`config.mk`:
```
export PLATFORM = sky130hd
export DESIGN_NAME = mcc_control
export DESIGN_NICKNAME = d
export VERILOG_FILES = /design/src/rtl/mcc_pkg.sv /design/src/rtl/mcc_fndec.sv /design/src/rtl/mcc_seq.sv /design/src/rtl/mcc_outdec.sv /design/src/rtl/mcc_control.sv
export SDC_FILE = /design/constraint.sdc
export NUM_CORES = 1
export LEC_CHECK = 0
export BUFFER_PORTS_ARGS = -buffer_cell sky130_fd_sc_hd__buf_2
export CAP_MARGIN = 20
export CORE_AREA = 2 2 39 41
export DETAILED_ROUTE_END_ITERATION = 16
export DIE_AREA = 0 0 41 43
export PLACE_DENSITY = 0.82
export RECOVER_POWER = 25
export SLEW_MARGIN = 10
export SYNTH_ARGS = -nofsm -noshare
export SYNTH_HDL_FRONTEND = slang
export SYNTH_HIERARCHICAL = 1
export SYNTH_SLANG_ARGS = --single-unit
```
`constraint.sdc`:
```
create_clock -name clk -period 3.2 [get_ports clk]
set_clock_uncertainty 0.15 [all_clocks]
set_input_delay 0.16 -clock clk [delete_from_list [all_inputs] [get_ports clk]]
set_output_delay 0.16 -clock clk [all_outputs]
set_load 0.03 [all_outputs]
```
`src/rtl/mcc_pkg.sv`:
```
package mcc_pkg;
  localparam int OP_W = 6;
  localparam int FN_W = 6;
  localparam int AF_W = 3;
  localparam int SB_W = 2;

  typedef enum logic [3:0] {
    ST_FETCH, ST_DECODE, ST_ADDR, ST_MRD, ST_LDWB,
    ST_MWR, ST_REXE, ST_RWB, ST_BRC
  } state_e;

  localparam logic [OP_W-1:0] OPC_RTYPE = 6'b000000;
  localparam logic [OP_W-1:0] OPC_LOAD  = 6'b100011;
  localparam logic [OP_W-1:0] OPC_STORE = 6'b101011;
  localparam logic [OP_W-1:0] OPC_BEQ   = 6'b000100;

  localparam logic [FN_W-1:0] FNC_ADD = 6'b100000;
  localparam logic [FN_W-1:0] FNC_SUB = 6'b100010;
  localparam logic [FN_W-1:0] FNC_AND = 6'b100100;
  localparam logic [FN_W-1:0] FNC_OR  = 6'b100101;
  localparam logic [FN_W-1:0] FNC_SLT = 6'b101010;

  localparam logic [AF_W-1:0] AF_ADD = 3'b010;
  localparam logic [AF_W-1:0] AF_SUB = 3'b110;
  localparam logic [AF_W-1:0] AF_AND = 3'b000;
  localparam logic [AF_W-1:0] AF_OR  = 3'b001;
  localparam logic [AF_W-1:0] AF_SLT = 3'b111;

  localparam logic [SB_W-1:0] OPB_REG   = 2'b00;
  localparam logic [SB_W-1:0] OPB_FOUR  = 2'b01;
  localparam logic [SB_W-1:0] OPB_IMM   = 2'b10;
  localparam logic [SB_W-1:0] OPB_IMMSH = 2'b11;

  typedef struct packed {
    logic            pc_load;
    logic            pc_sel;
    logic            addr_sel;
    logic            mem_rd;
    logic            mem_wr;
    logic            instr_load;
    logic            dst_sel;
    logic            rf_we;
    logic            wb_sel;
    logic            opa_sel;
    logic [SB_W-1:0] opb_sel;
    logic [AF_W-1:0] alu_fn;
  } ctrl_t;
endpackage

```
`src/rtl/mcc_fndec.sv`:
```
module mcc_fndec
  import mcc_pkg::*;
(
  input  logic [FN_W-1:0] fn_i,
  output logic [AF_W-1:0] af_o
);
  always_comb begin
    unique case (fn_i)
      FNC_ADD: af_o = AF_ADD;
      FNC_SUB: af_o = AF_SUB;
      FNC_AND: af_o = AF_AND;
      FNC_OR:  af_o = AF_OR;
      FNC_SLT: af_o = AF_SLT;
      default: af_o = AF_ADD; // R12 fallback
    endcase
  end
endmodule

```
`src/rtl/mcc_seq.sv`:
```
module mcc_seq
  import mcc_pkg::*;
(
  input  logic            clk,
  input  logic            rst_n,
  input  logic [OP_W-1:0] op_i,
  output state_e          state_o
);
  state_e state_q, state_d;
  logic   op_known;

  assign op_known = (op_i == OPC_RTYPE) || (op_i == OPC_LOAD) ||
                    (op_i == OPC_STORE) || (op_i == OPC_BEQ);

  always_comb begin
    state_d = state_q;
    unique case (state_q)
      ST_FETCH:  state_d = ST_DECODE;
      ST_DECODE: begin
        if (op_i == OPC_RTYPE)                          state_d = ST_REXE;
        else if (op_i == OPC_LOAD || op_i == OPC_STORE) state_d = ST_ADDR;
        else if (op_i == OPC_BEQ)                       state_d = ST_BRC;
        else                                            state_d = ST_FETCH;
      end
      ST_ADDR: begin
        if (op_i == OPC_LOAD)       state_d = ST_MRD;
        else if (op_i == OPC_STORE) state_d = ST_MWR;
        else                        state_d = ST_FETCH;
      end
      ST_MRD:  state_d = ST_LDWB;
      ST_LDWB: state_d = ST_FETCH;
      ST_MWR:  state_d = ST_FETCH;
      ST_REXE: state_d = ST_RWB;
      ST_RWB:  state_d = ST_FETCH;
      ST_BRC:  state_d = ST_FETCH;
      default: state_d = ST_FETCH;
    endcase
  end

  always_ff @(posedge clk or negedge rst_n) begin
    if (!rst_n) state_q <= ST_FETCH;
    else        state_q <= state_d;
  end

  assign state_o = state_q;

  assert_fetch_to_decode_R2: assert property (@(posedge clk) disable iff (!rst_n)
    (state_q == ST_FETCH) |=> (state_q == ST_DECODE));
  assert_unknown_op_R11: assert property (@(posedge clk) disable iff (!rst_n)
    (state_q == ST_DECODE && !op_known) |=> (state_q == ST_FETCH));
  assert_mrd_then_wb_R5: assert property (@(posedge clk) disable iff (!rst_n)
    (state_q == ST_MRD) |=> (state_q == ST_LDWB));
  assert_branch_short_R10: assert property (@(posedge clk) disable iff (!rst_n)
    (state_q == ST_BRC) |=> (state_q == ST_FETCH));
endmodule

```
`src/rtl/mcc_outdec.sv`:
```
module mcc_outdec
  import mcc_pkg::*;
(
  input  state_e          state_i,
  input  logic            zero_i,
  input  logic [AF_W-1:0] rfn_af_i,
  output ctrl_t           ctl_o
);
  always_comb begin
    ctl_o = '0;
    unique case (state_i)
      ST_FETCH: begin
        ctl_o.mem_rd     = 1'b1;
        ctl_o.instr_load = 1'b1;
        ctl_o.opb_sel    = OPB_FOUR;
        ctl_o.alu_fn     = AF_ADD;
        ctl_o.pc_load    = 1'b1;
      end
      ST_DECODE: begin
        ctl_o.opb_sel = OPB_IMMSH;
        ctl_o.alu_fn  = AF_ADD;
      end
      ST_ADDR: begin
        ctl_o.opa_sel = 1'b1;
        ctl_o.opb_sel = OPB_IMM;
        ctl_o.alu_fn  = AF_ADD;
      end
      ST_MRD: begin
        ctl_o.mem_rd   = 1'b1;
        ctl_o.addr_sel = 1'b1;
      end
      ST_LDWB: begin
        ctl_o.rf_we  = 1'b1;
        ctl_o.wb_sel = 1'b1;
      end
      ST_MWR: begin
        ctl_o.mem_wr   = 1'b1;
        ctl_o.addr_sel = 1'b1;
      end
      ST_REXE: begin
        ctl_o.opa_sel = 1'b1;
        ctl_o.opb_sel = OPB_REG;
        ctl_o.alu_fn  = rfn_af_i;
      end
      ST_RWB: begin
        ctl_o.rf_we   = 1'b1;
        ctl_o.dst_sel = 1'b1;
      end
      ST_BRC: begin
        ctl_o.opa_sel = 1'b1;
        ctl_o.opb_sel = OPB_REG;
        ctl_o.alu_fn  = AF_SUB;
        ctl_o.pc_sel  = 1'b1;
        ctl_o.pc_load = zero_i;
      end
      default: ctl_o = '0;
    endcase
  end
endmodule

```
`src/rtl/mcc_control.sv`:
```
module mcc_control
  import mcc_pkg::*;
(
  input  logic            clk,
  input  logic            rst_n,
  input  logic [OP_W-1:0] op_i,
  input  logic [FN_W-1:0] fn_i,
  input  logic            alu_zero_i,
  output logic            pc_load_o,
  output logic            pc_sel_o,
  output logic            addr_sel_o,
  output logic            mem_rd_o,
  output logic            mem_wr_o,
  output logic            instr_load_o,
  output logic            dst_sel_o,
  output logic            rf_we_o,
  output logic            wb_sel_o,
  output logic            opa_sel_o,
  output logic [SB_W-1:0] opb_sel_o,
  output logic [AF_W-1:0] alu_fn_o
);
  state_e          state;
  logic [AF_W-1:0] rfn_af;
  ctrl_t           ctl;

  mcc_seq u_seq (
    .clk     (clk),
    .rst_n   (rst_n),
    .op_i    (op_i),
    .state_o (state)
  );

  mcc_fndec u_fndec (
    .fn_i (fn_i),
    .af_o (rfn_af)
  );

  mcc_outdec u_outdec (
    .state_i  (state),
    .zero_i   (alu_zero_i),
    .rfn_af_i (rfn_af),
    .ctl_o    (ctl)
  );

  assign pc_load_o    = ctl.pc_load;
  assign pc_sel_o     = ctl.pc_sel;
  assign addr_sel_o   = ctl.addr_sel;
  assign mem_rd_o     = ctl.mem_rd;
  assign mem_wr_o     = ctl.mem_wr;
  assign instr_load_o = ctl.instr_load;
  assign dst_sel_o    = ctl.dst_sel;
  assign rf_we_o      = ctl.rf_we;
  assign wb_sel_o     = ctl.wb_sel;
  assign opa_sel_o    = ctl.opa_sel;
  assign opb_sel_o    = ctl.opb_sel;
  assign alu_fn_o     = ctl.alu_fn;

  assert_mem_exclusive_R6: assert property (@(posedge clk) disable iff (!rst_n)
    !(mem_rd_o && mem_wr_o));
  assert_single_fetch_R2: assert property (@(posedge clk) disable iff (!rst_n)
    instr_load_o |=> !instr_load_o);
  assert_store_returns_R10: assert property (@(posedge clk) disable iff (!rst_n)
    mem_wr_o |=> instr_load_o);
  assert_rwb_after_exe_R8: assert property (@(posedge clk) disable iff (!rst_n)
    (rf_we_o && dst_sel_o) |-> $past(opa_sel_o && (opb_sel_o == OPB_REG) && !pc_sel_o));
  assert_branch_target_R9: assert property (@(posedge clk) disable iff (!rst_n)
    pc_sel_o |-> ($past(opb_sel_o) == OPB_IMMSH));
endmodule

```
; Word level (Yosys, flattened, before mapping)
; Index checks and enable logic that the tools add are counted.
; W data, S select, Z words.
[totals]
ff_bits = 4
latchBits = 0
mem_bits_rw = 0
mem_bits_ro = 0
output_inout_bits = 15
mem_count = 0
[classes]
n_addsub = 0
multipliers = 0
div = 0
order_cmp = 0
n_eq_ne = 15
shifts = 0
n_mux = 18
n_bitwise = 0
n_reduce_logical = 7
[op_table]
columns = cell, n
row1 = $eq A6 B6 Y1 const B, 6
row2 = $pmux W5 S5, 1
row3 = $pmux W4 S5, 1
row4 = $eq A4 B3 Y1 const B, 4
row5 = $mux W4, 4
row6 = $pmux W3 S4, 1
row7 = $mux W1, 9
row8 = $eq A4 B2 Y1 const B, 2
row9 = $eq A6 B3 Y1 const B, 1
row10 = $logic_not A6 Y1, 1
row11 = $reduce_or A2 Y1, 3
row12 = $eq A4 B1 Y1 const B, 1
row13 = $eq A4 B4 Y1 const B, 1
row14 = $logic_not A4 Y1, 1
row15 = $mux W3, 1
row16 = $reduce_or A3 Y1, 1
row17 = $pmux W1 S2, 1
row18 = $logic_or A1 B1 Y1, 1

; Logic depth before layout (Yosys ltp)
; Gate-level depths: netlist of the first run.
[depth]
ltp_word = 5
mapped_depth = 4
depth_no_buf = 4

; By module
; Netlist of the first run, hierarchy kept.
[by_module_without_submodules]
columns = module, instances, cells_per_inst, area_each_um2, seq_area_each_um2
row1 = mcc_seq, 1, 24, 232.7, 100.1
row2 = mcc_outdec, 1, 29, 219.0, 0.0
row3 = mcc_fndec, 1, 7, 60.1, 0.0

; Least setup slack after synthesis of the first run
; OpenSTA, ideal clock, no wires.
[synth_timing]
path_type = reg2out
startpoint = register u_seq.state_q[1], in the netlist u_seq/state_o[1]
endpoint = output pc_sel_o
t_arrival_ns = 1.715
slack_ns = 1.175
stages_incl_launch_ff = 3
path_buffers = 1
path_cell_list = dfrtp_1 buf_6 nor4b_1
[synth_via]
elab_chain_len = 2
[synth_rtl]
columns = element, line
row1 = from (decl), mcc_seq.sv:9  ; state_e state_q, state_d;
row2 = from (signal assigned), mcc_seq.sv:42  ; else state_q <= state_d;
row3 = $eq A4 B4 Y1, mcc_outdec.sv:11  ; unique case (state_i)
row4 = $mux W1, mcc_outdec.sv:11
row5 = to (decl), mcc_control.sv:10  ; output logic pc_sel_o,
; No other way between the ends.

; Final worst setup path of the first run
[layout_timing]
startpoint = register u_seq.state_q[3], in the netlist u_seq/state_o[3]
endpoint = output opa_sel_o
[layout_via]
elab_chain_len = 3
[layout_rtl]
columns = element, line
row1 = "$eq A4 B2 Y1, or another cell as far along", mcc_outdec.sv:11
row2 = $reduce_or A3 Y1 (no source line) (*), n/a
row3 = $mux W1 (*), mcc_outdec.sv:11
row4 = to (decl), mcc_control.sv:18  ; output logic opa_sel_o,
; Mark *: on every way between the ends. The rest lies on a longest branch, timed or not.

==> results.md, run 1 <==
* Status: finished clean
* Final ANT Viol Nets at 0
* Core area at 1380 um^2
* Post-DR vias/cell at around 5.3
* Full die area at ~1800 um^2
* Max reg flops at 4
* Syn. warnings at 6
* TritonCTS buffer count at 3
* Pin count of the biggest net entering global routing at 21
* First-pass GRT wire length at between 1.5 and 2 mm
* Number of setup buffers added after CTS at 0
* Seq/Total Area, Yosys at 19.6%
* WP data arrival at roughly 1600 ps
* Dpl cells at 101
* Vias after detailed routing at 561
* CP delay by family, top: flip-flops
* Vias in the first global route at 450
* Syn avg cell area at 8.53 um^2
* WL/cell at 10.6 um
* H-tree Lvls at 1
* NetSw at 161 uW
* Fin crit share at 61.0%
* Prevailing post-synth register cell: dfrtp_1
* Clk pwr share at 18.1%
* Synth cell types at 34
* Flop pwr share at 26.7%
* WS Path Type: flip-flop to output pin
* Internal power at around 170 uW
* Synth top area cells: dfrtp_1 20%, and4bb_1 4.9%, nor3b_2 4.9%
* Grt met2 use at 20.9%
* Synthesized cell area at 512 um^2
* Clk slew on worst S/H paths at 30 ps
* Die X at 41 um
* Worst skew pair latency at 230 ps
* Slew @ Worst Pin at approximately 600 ps
* CTS root buf: clkbuf_4
* Switching share of power at around 48%
* Worst rel slew slack at 60.1%
* Slowest stage delay, CP at ~650 ps
* Async set-reset flop share out of synthesis at 100%
* FP Rows at 14
* Initial Util at 37.0%
* Met1 usage at roughly a fifth
* P&R area growth vs syn at 33.3%
* Gr busiest metal: met2
* Overall die height at 43 um
* Crit path cell chain: or3b_1, a21oi_1, buf_2
* Resize count post-CTS at 0
* Pre-Repair DR Iteration Count at 4
* Syn nets at 75
* Cells after Synth at 60
* Met3 Usage GRT at 6.28%
* GP Congestion at around 0.65
* Layout cell share with drive strength beyond 1 at between 40% and 50%
* TritonCTS clock tree: yes
* Yosys top cell by area: dfrtp_1
* Worst-path fanout max at 17
* CTS Buffer Depth at 2
* Post-DP HPWL at 873 um
* Iteration-0 DRC Markers at 7
* Hold WC Path Type: input port to flip-flop
* Power Dens Cells at 491 nW/um^2
* Final Routed Wirelength at 1.12 mm
* Leakage Power at 0.000307 uW
* Post-Route Utilization at 49.3%
* Num ports at 30
* Drt drc at 0
* Buf/Inv on CP at 1
* # port buffers at 29
* FMAX at 512 MHz
* Critical Path Slowest Stage Cell: dfrtp_1
* Max VDD drop at 0.321 mV
* Number of synthesized flops with an enable pin at 0
* Gr ovfl total at 0
* Clk sinks at 4
* Slew Limit Fails at 0
* Fin crit period at 1950 ps
* Layout Nets at 106
* Maxcap violations at 0
* Layout Cells excl Fill at 105
* N_diodes at 0
* Global-route usage over all layers at 14.8%
* Synthesized flop and latch total at 4
* RSZ-0062 raised after global routing: false
* Share of the synthesized area in the top cell type at between 10% and 20%
* Required time worst endpoint at 2890 ps
* Initial antenna violation count at 0
* CTS Hold Bufs at 1
* Combinational Power Share at 55.2%
* Post-Route Setup TNS at 0 ps
* CP Capture Type: output pin
* Final setup viols at 0
* Final Hold Fails at 0
* Fill cell count at 139
* CP Launch Type: flip-flop
## through the flow
step	area, um^2	power (uW)	hold slack [ps]	setup WS (ps)
after global placement	651	275	-185	1520
after floorplan	512	229	-286	1180
after CTS	683	342	95.6	1240
after global routing	682	367	104	1110
final	682	335	107	1250
after detailed placement	651	277	-182	1480
## final cells by class
type                    count  area, um^2  share of cell area [%]
multi-input cells          48         370                    54.3
flip-flops and latches      4         100                    14.7
repair buffers             30         154                    22.6
well taps                  16        20.0                    2.94
clock buffers               3        22.5                    3.30
inverters                   4        15.0                    2.20
## layer usage
layer / wire length [um] / part of all wire [%]
met1: 494 / 44
met2: 521 / 47
met3: 100 / 9.0
met4: 0 / 0
met5: 0 / 0
## cells in the mapped netlist, types with 2 or more instances
master    instances
and4bb_1          2
nor2_1            4
inv_1             4
nand2_1           2
nor4b_1           2
dfrtp_1           4
nand3_1           2
nor3b_2           2
a21oi_1           4
a31oi_1           2
buf_2             3
o21ai_0           3
nor3_1            4
and4b_1           2
## kinds of logic (layout without fill, tap and decap cells)
logic type	Yosys count	count (layout)	share of synthesized area, %
AND/OR/NAND/NOR	32	32	50.6
adder cells (fa/ha/maj)	1	1	1.96
buffers and inverters	8	37	8.07
XOR/XNOR	2	2	3.42
AO/OA/AOI/OAI	13	13	16.4
flip-flops	4	4	19.6
## layout by cell type (no fill, tap or decap), drive strengths merged, types with 3 or more instances in the layout
cell / instances
clkbuf: 4
nor3: 4
and4bb: 3
inv: 4
nor2: 4
a21oi: 4
o21ai: 3
nor4b: 3
dfrtp: 4
buf: 28
nor3b: 3
## final timing paths
path / start / end / slack, ps / cells past startpoint
hold reg to reg: u_seq/state_o[0] / u_seq/state_o[2] / 650 / 2
min in group asynchronous: rst_n / u_seq/state_o[2] / 140 / 2
setup / recovery: u_seq/state_o[3] / opa_sel_o / 1250 / 3
setup reg to reg: u_seq/state_o[2] / u_seq/state_o[1] / 1820 / 3
max in group asynchronous: rst_n / u_seq/state_o[3] / 2590 / 2
hold / removal: op_i[4] / u_seq/state_o[3] / 110 / 2
## power groups by stage
stage                     clock network (uW)  logic [uW]  registers (uW)
after global routing                    70.6         202            94.3
after CTS                               64.9         187            90.9
after global placement                     0         185            89.6
final                                   60.6         185            89.6
after floorplan                            0         159            70.0
after detailed placement                   0         185            91.3
Note: power is estimated with default switching activity, not from simulation.
==> run 2: changes to the inputs <==
==> constraint.sdc (replaced) <==
create_clock -name clk -period 1.9 [get_ports clk]
set_clock_uncertainty 0.15 [all_clocks]
set_input_delay 0.095 -clock clk [delete_from_list [all_inputs] [get_ports clk]]
set_output_delay 0.095 -clock clk [all_outputs]
set_load 0.03 [all_outputs]
==> results.md, run 2 (synthesized netlist as in run 1, its figures left out) <==
* Status: finished clean
* WS Path Type: flip-flop to output pin
* Leakage Power at 0.000329 uW
* P&R area growth vs syn at 41.6%
* Clk sinks at 4
* Die X at 41 um
* Number of setup buffers added after CTS at 0
* TritonCTS buffer count at 3
* Max reg flops at 4
* H-tree Lvls at 1
* Global-route usage over all layers at 15.7%
* Pre-Repair DR Iteration Count at 4
* Initial Util at between 30 and 40%
* WL/cell at between 10 and 15 um
* Power Dens Cells at between 800 and 900 nW/um^2
* Post-DR vias/cell at 5.28
* Met1 usage at 18.5%
* Full die area at 1760 um^2
* Hold WC Path Type: input port to flip-flop
* Gr busiest metal: met2
* Flop pwr share at ~23%
* Final Routed Wirelength at 1.34 mm
* Final setup viols at 0
* CP Capture Type: output pin
* Register-to-register setup slack at about 400 ps
* GP Congestion at around 0.81
* Clk slew on worst S/H paths at 40 ps
* Post-Route Setup TNS at 0 ps
* Iteration-0 DRC Markers at 5
* Overall die height at between 40 and 50 um
* Final ANT Viol Nets at 0
* Vias after detailed routing at 575
* Fin crit share at between 90% and 100%
* Post-DP HPWL at 1.06 mm
* Max VDD drop at 0.375 mV
* Worst r2r path cells at 3
* CTS Hold Bufs at 1
* Num ports at 30
* Pin count of the biggest net entering global routing at 13
* Final Hold Fails at 0
* Layout cell share with drive strength beyond 1 at 47.3%
* CP Launch Type: flip-flop
* Total power at 600 uW
* Combinational Power Share at between 60% and 70%
* CTS Buffer Depth at 2
* WP data arrival at 1540 ps
* Worst skew pair latency at 230 ps
* TritonCTS clock tree: yes
* Internal power at a little over 300 uW
* Core area at 1380 um^2
* Switching share of power at between 40% and 50%
* First-pass GRT wire length at 1.96 mm
* Pre-CTS WS at 352 ps
* CTS root buf: clkbuf_4
* Post-route worst setup slack at 118 ps
* Most common cell after layout, fill and taps aside: buf_2
* Maxcap violations at 0
* Layout Nets at 110
* Gr ovfl total at 0
* NetSw at 290 uW
* Initial antenna violation count at 0
* HP Start: op_i[4]
* Met3 Usage GRT at roughly 1.6%
* Worst r2r dst: u_seq/state_o[3]
* Resize count post-CTS at 0
* Slew @ Worst Pin at 360 ps
* Worst-path fanout max at 12
* Hold path cells at 2
* FMAX at around 560 MHz
* N_diodes at 0
* Reg2Reg Launch Point: u_seq/state_o[2]
* FP Rows at 14
* # port buffers at 29
* Required time worst endpoint at 1650 ps
* RSZ-0062 raised after global routing: false
* Vias in the first global route at 524
* Worst rel slew slack at 76.0%
* Fin crit period at 1780 ps
* Grt met2 use at a little over a quarter
* WHS Endpoint: u_seq/state_o[3]
* Drt drc at 0
* Clk pwr share at 17.1%
* Slew Limit Fails at 0
## run 2: cell count changes in the layout (fill, tap and decap cells not counted)
cell,delta
buf_4,+4
nor4b_2,+2
nor4b_1,-2
## run 2: worst max-delay path by stage
| stage | startpoint | end |
|---|---|---|
| after detailed placement | u_seq/state_o[1] | pc_load_o |
| after floorplan | u_seq/state_o[1] | instr_load_o |
| after global routing | u_seq/state_o[1] | pc_load_o |
| after CTS | u_seq/state_o[1] | pc_load_o |
| after global placement | u_seq/state_o[1] | alu_fn_o[1] |
| final | u_seq/state_o[1] | pc_load_o |
## run 2: power by group through the flow
stage | clock network (uW) | registers, uW | logic, uW
after floorplan | 0 | 118 | 273
after global placement | 0 | 133 | 352
after detailed placement | 0 | 136 | 359
after CTS | 110 | 134 | 362
after global routing | 113 | 139 | 386
final | 103 | 135 | 362
## run 2: through the flow
stage          area (um^2)  hold slack [ps]  std cells  util (%)
5_1_grt                724             59.3        109      52.4
2_1_floorplan          524             -351         60         -
4_1_cts                726             42.4        109      52.4
3_5_place_dp           693             -243        105      50.1
3_3_place_gp           693             -251        105      50.1
6_report               724             49.4        109      52.4
## run 2: final cells by class
type                            count  area (um^2)
Sequential cell                     4          100
Tap cell                           16         20.0
Fill cell                         139          659
Inverter                            4         15.0
Timing Repair Buffer               34          184
Clock buffer                        3         22.5
Multi-Input combinational cell     48          383
## run 2: per-layer routing
metal  wire (um)  share of wire (%)
met5           0                  0
met2         667                 50
met1         560                 42
met3          92                6.9
met4          15                1.1
## run 2: worst max-delay path: stages, from the launching register on
cell	delay, ps
dfrtp_1	490
buf_4	230
a2111oi_2	330
buf_2	250
